File: src/rtl/pgw_pkg.sv
package pgw_pkg;

    typedef enum logic [1:0] {
        ST_IDLE,
        ST_ADDRD,
        ST_FILL,
        ST_PROG
    } pgw_state_t;

endpackage

File: src/rtl/pgw_page_buf.sv
module pgw_page_buf #(
    parameter int ADDR_W = 8,
    parameter int DATA_W = 8,
    parameter int OFS_W  = 3
) (
    input  logic                            clk,
    input  logic                            rst_n,
    input  logic                            load,
    input  logic [ADDR_W-1:0]               load_addr,
    input  logic                            wr,
    input  logic [DATA_W-1:0]               wr_data,
    input  logic                            clr,
    output logic [ADDR_W-OFS_W-1:0]         page_o,
    output logic [OFS_W-1:0]                ofs_o,
    output logic [(1<<OFS_W)*DATA_W-1:0]    slot_data_o,
    output logic [(1<<OFS_W)-1:0]           mask_o
);

    localparam int SLOTS  = 1 << OFS_W;
    localparam int PAGE_W = ADDR_W - OFS_W;

    logic [PAGE_W-1:0] page_q;
    logic [OFS_W-1:0]  ofs_q;
    logic [SLOTS-1:0]  mask_q;
    logic [DATA_W-1:0] slot_q [SLOTS];

    // pointer and written-slot flags
    always_ff @(posedge clk or negedge rst_n) begin
        if (!rst_n) begin
            page_q <= '0;
            ofs_q  <= '0;
            mask_q <= '0;
        end else if (load) begin
            page_q <= load_addr[ADDR_W-1:OFS_W];
            ofs_q  <= load_addr[OFS_W-1:0];
            mask_q <= '0;
        end else if (wr) begin
            ofs_q         <= ofs_q + OFS_W'(1);
            mask_q[ofs_q] <= 1'b1;
        end else if (clr) begin
            mask_q <= '0;
        end
    end

    // one storage register per slot
    generate
        for (genvar s = 0; s < SLOTS; s++) begin : g_slot
            always_ff @(posedge clk or negedge rst_n) begin
                if (!rst_n) begin
                    slot_q[s] <= '0;
                end else if (wr && !load && (ofs_q == OFS_W'(s))) begin
                    slot_q[s] <= wr_data;
                end
            end
            assign slot_data_o[s*DATA_W +: DATA_W] = slot_q[s];
        end
    endgenerate

    assign page_o = page_q;
    assign ofs_o  = ofs_q;
    assign mask_o = mask_q;


    ofs_step_chk: assert property (@(posedge clk) disable iff (!rst_n)
        (wr && !load) |=> (ofs_q == $past(ofs_q) + OFS_W'(1)) && $stable(page_q));


    ofs_wrap_chk: assert property (@(posedge clk) disable iff (!rst_n)
        (wr && !load && (ofs_q == '1)) |=> (ofs_q == '0) && $stable(page_q));

endmodule

File: src/rtl/pgw_prog_timer.sv
module pgw_prog_timer #(
    parameter int CYCLES = 20
) (
    input  logic clk,
    input  logic rst_n,
    input  logic run,
    output logic done
);

    localparam int CW = $clog2(CYCLES + 1);

    logic [CW-1:0] cnt_q;

    always_ff @(posedge clk or negedge rst_n) begin
        if (!rst_n) begin
            cnt_q <= '0;
        end else if (!run) begin
            cnt_q <= '0;
        end else if (cnt_q != CW'(CYCLES - 1)) begin
            cnt_q <= cnt_q + CW'(1);
        end
    end

    assign done = run && (cnt_q == CW'(CYCLES - 1));


    cnt_range_chk: assert property (@(posedge clk) disable iff (!rst_n)
        cnt_q < CW'(CYCLES));

endmodule

File: src/rtl/pgw_array.sv
module pgw_array #(
    parameter int ADDR_W = 8,
    parameter int DATA_W = 8,
    parameter int OFS_W  = 3
) (
    input  logic                            clk,
    input  logic                            rst_n,
    input  logic                            commit,
    input  logic [ADDR_W-OFS_W-1:0]         page,
    input  logic [(1<<OFS_W)*DATA_W-1:0]    slot_data,
    input  logic [(1<<OFS_W)-1:0]           mask,
    input  logic [ADDR_W-1:0]               peek_addr,
    output logic [DATA_W-1:0]               peek_data
);

    localparam int SLOTS = 1 << OFS_W;
    localparam int DEPTH = 1 << ADDR_W;

    logic [DATA_W-1:0] mem_q [DEPTH];

    always_ff @(posedge clk or negedge rst_n) begin
        if (!rst_n) begin
            for (int i = 0; i < DEPTH; i++) begin
                mem_q[i] <= '0;
            end
        end else if (commit) begin
            for (int s = 0; s < SLOTS; s++) begin
                if (mask[s]) begin
                    mem_q[{page, OFS_W'(s)}] <= slot_data[s*DATA_W +: DATA_W];
                end
            end
        end
    end

    assign peek_data = mem_q[peek_addr];


    array_hold_chk: assert property (@(posedge clk) disable iff (!rst_n)
        !commit ##1 $stable(peek_addr) |-> $stable(peek_data));

endmodule

File: src/rtl/pgw_page_programmer.sv
module pgw_page_programmer #(
    parameter int ADDR_W      = 8,
    parameter int DATA_W      = 8,
    parameter int OFS_W       = 3,
    parameter int PROG_CYCLES = 20
) (
    input  logic              clk,
    input  logic              rst_n,
    input  logic              addr_load,
    input  logic [ADDR_W-1:0] load_addr,
    input  logic              data_stb,
    input  logic [DATA_W-1:0] data_in,
    input  logic              stop,
    input  logic [ADDR_W-1:0] peek_addr,
    output logic              busy,
    output logic [DATA_W-1:0] peek_data
);

    import pgw_pkg::*;

    localparam int SLOTS  = 1 << OFS_W;
    localparam int PAGE_W = ADDR_W - OFS_W;

    pgw_state_t state_q, state_d;

    logic                    buf_load, buf_wr, tmr_run, tmr_done, commit;
    logic [PAGE_W-1:0]       page;
    logic [OFS_W-1:0]        ofs;
    logic [SLOTS*DATA_W-1:0] slot_data;
    logic [SLOTS-1:0]        mask;

    // state register
    always_ff @(posedge clk or negedge rst_n) begin
        if (!rst_n) begin
            state_q <= ST_IDLE;
        end else begin
            state_q <= state_d;
        end
    end

    // transitions
    always_comb begin
        state_d = state_q;
        unique case (state_q)
            ST_IDLE: begin
                if (addr_load) state_d = ST_ADDRD;
            end
            ST_ADDRD: begin
                if (addr_load)             state_d = ST_ADDRD;
                else if (data_stb && stop) state_d = ST_PROG;
                else if (data_stb)         state_d = ST_FILL;
                else if (stop)             state_d = ST_IDLE;
            end
            ST_FILL: begin
                if (addr_load)  state_d = ST_ADDRD;
                else if (stop)  state_d = ST_PROG;
            end
            ST_PROG: begin
                if (tmr_done) state_d = ST_IDLE;
            end
            default: state_d = ST_IDLE;
        endcase
    end

    // outputs and datapath controls
    always_comb begin
        buf_load = 1'b0;
        buf_wr   = 1'b0;
        tmr_run  = 1'b0;
        commit   = 1'b0;
        busy     = 1'b0;
        unique case (state_q)
            ST_IDLE: begin
                buf_load = addr_load;
            end
            ST_ADDRD, ST_FILL: begin
                buf_load = addr_load;
                buf_wr   = data_stb && !addr_load;
            end
            ST_PROG: begin
                tmr_run = 1'b1;
                busy    = 1'b1;
                commit  = tmr_done;
            end
            default: ;
        endcase
    end

    pgw_page_buf #(
        .ADDR_W (ADDR_W),
        .DATA_W (DATA_W),
        .OFS_W  (OFS_W)
    ) u_buf (
        .clk         (clk),
        .rst_n       (rst_n),
        .load        (buf_load),
        .load_addr   (load_addr),
        .wr          (buf_wr),
        .wr_data     (data_in),
        .clr         (commit),
        .page_o      (page),
        .ofs_o       (ofs),
        .slot_data_o (slot_data),
        .mask_o      (mask)
    );

    pgw_prog_timer #(
        .CYCLES (PROG_CYCLES)
    ) u_tmr (
        .clk   (clk),
        .rst_n (rst_n),
        .run   (tmr_run),
        .done  (tmr_done)
    );

    pgw_array #(
        .ADDR_W (ADDR_W),
        .DATA_W (DATA_W),
        .OFS_W  (OFS_W)
    ) u_arr (
        .clk       (clk),
        .rst_n     (rst_n),
        .commit    (commit),
        .page      (page),
        .slot_data (slot_data),
        .mask      (mask),
        .peek_addr (peek_addr),
        .peek_data (peek_data)
    );


    prog_start_chk: assert property (@(posedge clk) disable iff (!rst_n)
        $rose(busy) |-> $past(stop) && ($past(mask) != '0 || $past(data_stb)));


    buf_frozen_chk: assert property (@(posedge clk) disable iff (!rst_n)
        (busy && !tmr_done) |=> busy && $stable(mask) && $stable(page) && $stable(ofs));


    empty_stop_chk: assert property (@(posedge clk) disable iff (!rst_n)
        (state_q == ST_ADDRD && stop && !data_stb && !addr_load) |=> !busy);


    flags_clear_chk: assert property (@(posedge clk) disable iff (!rst_n)
        $fell(busy) |-> (mask == '0));

endmodule

File: config.mk
export PLATFORM = sky130hd
export DESIGN_NAME = pgw_page_programmer
export DESIGN_NICKNAME = d
export VERILOG_FILES = /design/src/rtl/pgw_pkg.sv /design/src/rtl/pgw_page_buf.sv /design/src/rtl/pgw_prog_timer.sv /design/src/rtl/pgw_array.sv /design/src/rtl/pgw_page_programmer.sv
export SDC_FILE = /design/constraint.sdc
export NUM_CORES = 2
export LEC_CHECK = 0
export ABC_AREA = 1
export BUFFER_PORTS_ARGS = -buffer_cell sky130_fd_sc_hd__buf_2
export CAP_MARGIN = 0
export CORE_MARGIN = 2
export CORE_UTILIZATION = 35
export CTS_CLUSTER_DIAMETER = 50
export DETAILED_ROUTE_END_ITERATION = 6
export SLEW_MARGIN = 15
export SYNTH_ARGS = -nofsm -noshare
export SYNTH_HDL_FRONTEND = slang
export SYNTH_SLANG_ARGS = --single-unit
File: constraint.sdc
create_clock -name clk -period 4.64 [get_ports clk]
set_input_delay 0.696 -clock clk [delete_from_list [all_inputs] [get_ports clk]]
set_output_delay 0.696 -clock clk [all_outputs]
set_load 0.005 [all_outputs]
==> summary.md <==
| Metric | Value |
|---|---|
| Status | `complete, but fails checks` |
| Failing checks | `setup timing` |
| Sequential share of the synthesized area | `55.6%` |
| Area fraction of the dominant cell type after synthesis | `55.6%` |
| CTS Buffer Depth | `4` |
| Final hold slack | `105 ps` |
| Critical-path cell list | `buf_8 > buf_12 > buf_12 > buf_12 > buf_4 > nand2_1 > nand3_1 > nand3_1 > nand3_1 > nand3_1 > nand3_1 > nand3_1 > nand2_1 > nand2_1 > nand2_1 > buf_2` |
| Setup ws final | `-50.7 ps` |
| Critical Path RT | `3940 ps` |
| Layout cells sized above 1 | `7.04%` |
| Crit Path Category | `in -> out` |
| First-pass GRT wire length | `582,000 microns` |
| Synthesized area | `96,000 sq um` |
| Final Cycle Share | `101%` |
| Initial DRC Count | `14,046` |
| Leak | `47.1 nW` |
| Setup violations, final | `1` |
| PortBufs | `37` |
| P&R area growth vs syn | `13.0%` |
| Critical Path Max Stage Delay | `370 ps` |
| All-Layer GR Usage | `28.3%` |
| Clk Latency, worst-skew pair | `940 ps` |
| CP max FO | `37` |
| Vias | `87,741` |
| Post-DRT Antenna Nets | `0` |
| # clock sinks | `2,135` |
| Yosys warning total | `0` |
| Max-slew headroom | `8.42%` |
| Total core area | `273,000 sq um` |
| Setup TNS Final | `-50.7 ps` |
| CP Data Arrival Time | `3990 ps` |
| Avg Cell Area, Syn | `8.04 sq um` |
| Full die area | `279,000 sq um` |
| Slowest CP cell | `nand3_1` |
| Initial core utilization | `35.1%` |
| CTS H-tree lvls | `4` |
| Highest metal used | `met5` |
| CTS tree | `built` |
| Final Max Tran Viols | `0` |
| Worst path bufs/invs | `6` |
| Routed len/inst | `26.1 microns` |
| Post-DP HPWL | `245,000 microns` |
| Vias in the first global route | `79,137` |
| DR vias/cell | `5.70` |
| Net count after synthesis | `11,985` |
| RSZ-0062 raised after global routing | `no` |
| Die W | `528 microns` |
| Startpoint Class | `primary input` |
| Clock transition at the registers of the reported paths | `60 ps` |
| CTS Root Cell | `clkbuf_16` |
| Synth unique cells | `30` |
| GR Overflow Total | `0` |
| Final #Nets | `11,634` |
| Top Family by Delay on Critical Path | `simple AND/OR/NAND/NOR gates` |
| Initial antenna violation count | `53` |
| FILL cells | `27,840` |
| Setup Slack @ Placement | `158 ps` |
| DR WL met3 | `43,900 microns` |
| Hold WC Path Type | `in -> reg` |
| Routability cong. | `0.933` |
| Most common cell on crit path | `nand3_1` |
| Max cap viols | `0` |
| #FFs+latches synth | `2,135` |
| Least-Margin Pin Slew | `1370 ps` |
| Synth top area cells | `dfrtp_1, nand2_1, o21ai_0` |
| Cell accounting for the most synthesized area | `dfrtp_1` |
| Peak VDD IR | `473 uV` |
| Num CTS Buffers | `238` |
| PwrDens | `458 nW/um^2` |
| Routed WL | `402,000 microns` |
| Std cell rows | `192` |
| WL met2 | `172,000 microns` |
| Crit end category | `output port` |
| M1 wire length | `162,000 microns` |
| I/O pin cnt | `38` |
| Cell count after synthesis | `11,944` |
| DRC Markers | `0` |
| Pin count of the biggest net entering global routing | `128` |
| First-pass DRT Iterations | `7` |
| Die height | `528 microns` |
| F_max | `0.213 GHz` |
| Setup Skew | `67.3 ps` |
| Final critical-path required period | `4690 ps` |
| Hold Fails Final Rpt | `0` |
synthesized netlist by cell type, drive strengths merged:
cell	instances
a211oi	1
a21oi	5
a41oi	1
buf	101
clkbuf	838
clkinv	1
dfrtp	2135
ha	12
inv	111
nand2	4487
nand3	2028
nand4	12
nor2	52
nor3	11
nor3b	1
nor4	15
o211ai	2
o21a	1
o21ai	2123
o221ai	1
o22ai	3
o32ai	2
xor2	1
cells by family after synthesis:
group	count (synthesis)	synth area share, %
buf+inv	1051	4.15
compound gates	2139	11.2
simple gates	6606	28.9
fa+ha+maj	12	0.156
flops	2135	55.6
xor+xnor	1	0.00912
power breakdown:
| group | switching (W) | internal [W] | total, W |
|---|---|---|---|
| sequential | 0.000303 | 0.0189 | 0.0192 |
| clock | 0.00826 | 0.0112 | 0.0195 |
| combinational | 0.00999 | 0.00107 | 0.0111 |
| total | 0.0186 | 0.0312 | 0.0497 |
through the flow:
| stage | total power [W] | area, sq um | utilization [%] | instances |
|---|---|---|---|---|
| after detailed placement | 0.0301 | 101000 | 36.8 | 14941 |
| after floorplan | 0.0224 | 96000 | - | 11944 |
| final | 0.0497 | 109000 | 39.7 | 15387 |
| after CTS | 0.0494 | 108000 | 39.7 | 15366 |
| after global routing | 0.0502 | 108000 | 39.7 | 15373 |
| after global placement | 0.0301 | 101000 | 36.8 | 14941 |
registers in the layout, summed over array words and instances (netlist names):
| signal | cells |
|---|---|
| u_buf.page_o | 5 |
| u_buf.ofs_o | 3 |
| u_buf.mask_o | 8 |
| u_arr.mem_q | 2048 |
| u_buf.slot_data_o | 64 |
| u_tmr.cnt_q | 5 |
| state_q | 2 |
layer usage:
layer | GRT usage (%) | vias to the layer above
li1 | - | 38789
met3 | 5.90 | 990
met5 | 0 | -
met2 | 41.1 | 5402
met4 | 14.5 | 10
met1 | 39.6 | 42550
path summary, 6_finish.rpt:
kind                                       from           endpoint  slack (ps)  cells after the start
worst max-delay path               peek_addr[0]       peek_data[4]         -50                     16
worst min-delay path               load_addr[0]     u_buf.ofs_o[0]         110                      3
worst max register to register   u_tmr.cnt_q[0]   u_arr.mem_q[617]        1020                      9
worst min register to register  u_arr.mem_q[41]    u_arr.mem_q[41]         480                      2
max in group asynchronous                 rst_n  u_arr.mem_q[1153]        2920                      4
min in group asynchronous                 rst_n  u_arr.mem_q[1665]         430                      2
placed cells by master, fill, tap and decap left out, types with 14 or more instances in the layout:
cell       count
clkbuf_1      45
nor4_4        14
o21ai_0     2123
inv_2         66
buf_2         31
clkbuf_8      43
bufinv_16     18
diode_2       21
clkbuf_16    240
inv_1         41
buf_12        81
nand3_1     2028
clkinv_2      44
dfrtp_1     2127
nand2_1     4486
buf_4        232
nor2_1        50
timing repair:
item                                    4_1_cts  5_1_grt
endpoints found under the setup margin        0        1
endpoints found under the hold margin        62        0
hold buffers                                  1        0
gates resized for setup                       0        1
buffers inserted                              0        0
worst reg2reg max path, cell delays in order, from the launching register on:
cell and delay, ps:
dfrtp_1 390, ha_1 220, nor3b_1 190, inv_1 110, nor2_4 400, nand3_1 430
nor2_1 830, nand2_1 620, nand2_1 170, o21ai_0 100
cell type report:
cell class                      count  area [sq um]  share of cell area, %
Clock inverter                     96          1130                   1.04
Inverter                          112           445                  0.410
Antenna cell                       21          52.6                 0.0484
Sequential cell                  2135         53400                   49.2
Timing Repair Buffer              348          3570                   3.29
Tap cell                         3589          4490                   4.14
Clock buffer                      328          6770                   6.24
Multi-Input combinational cell   8758         38600                   35.6
Power figures use the tool's default switching activity.
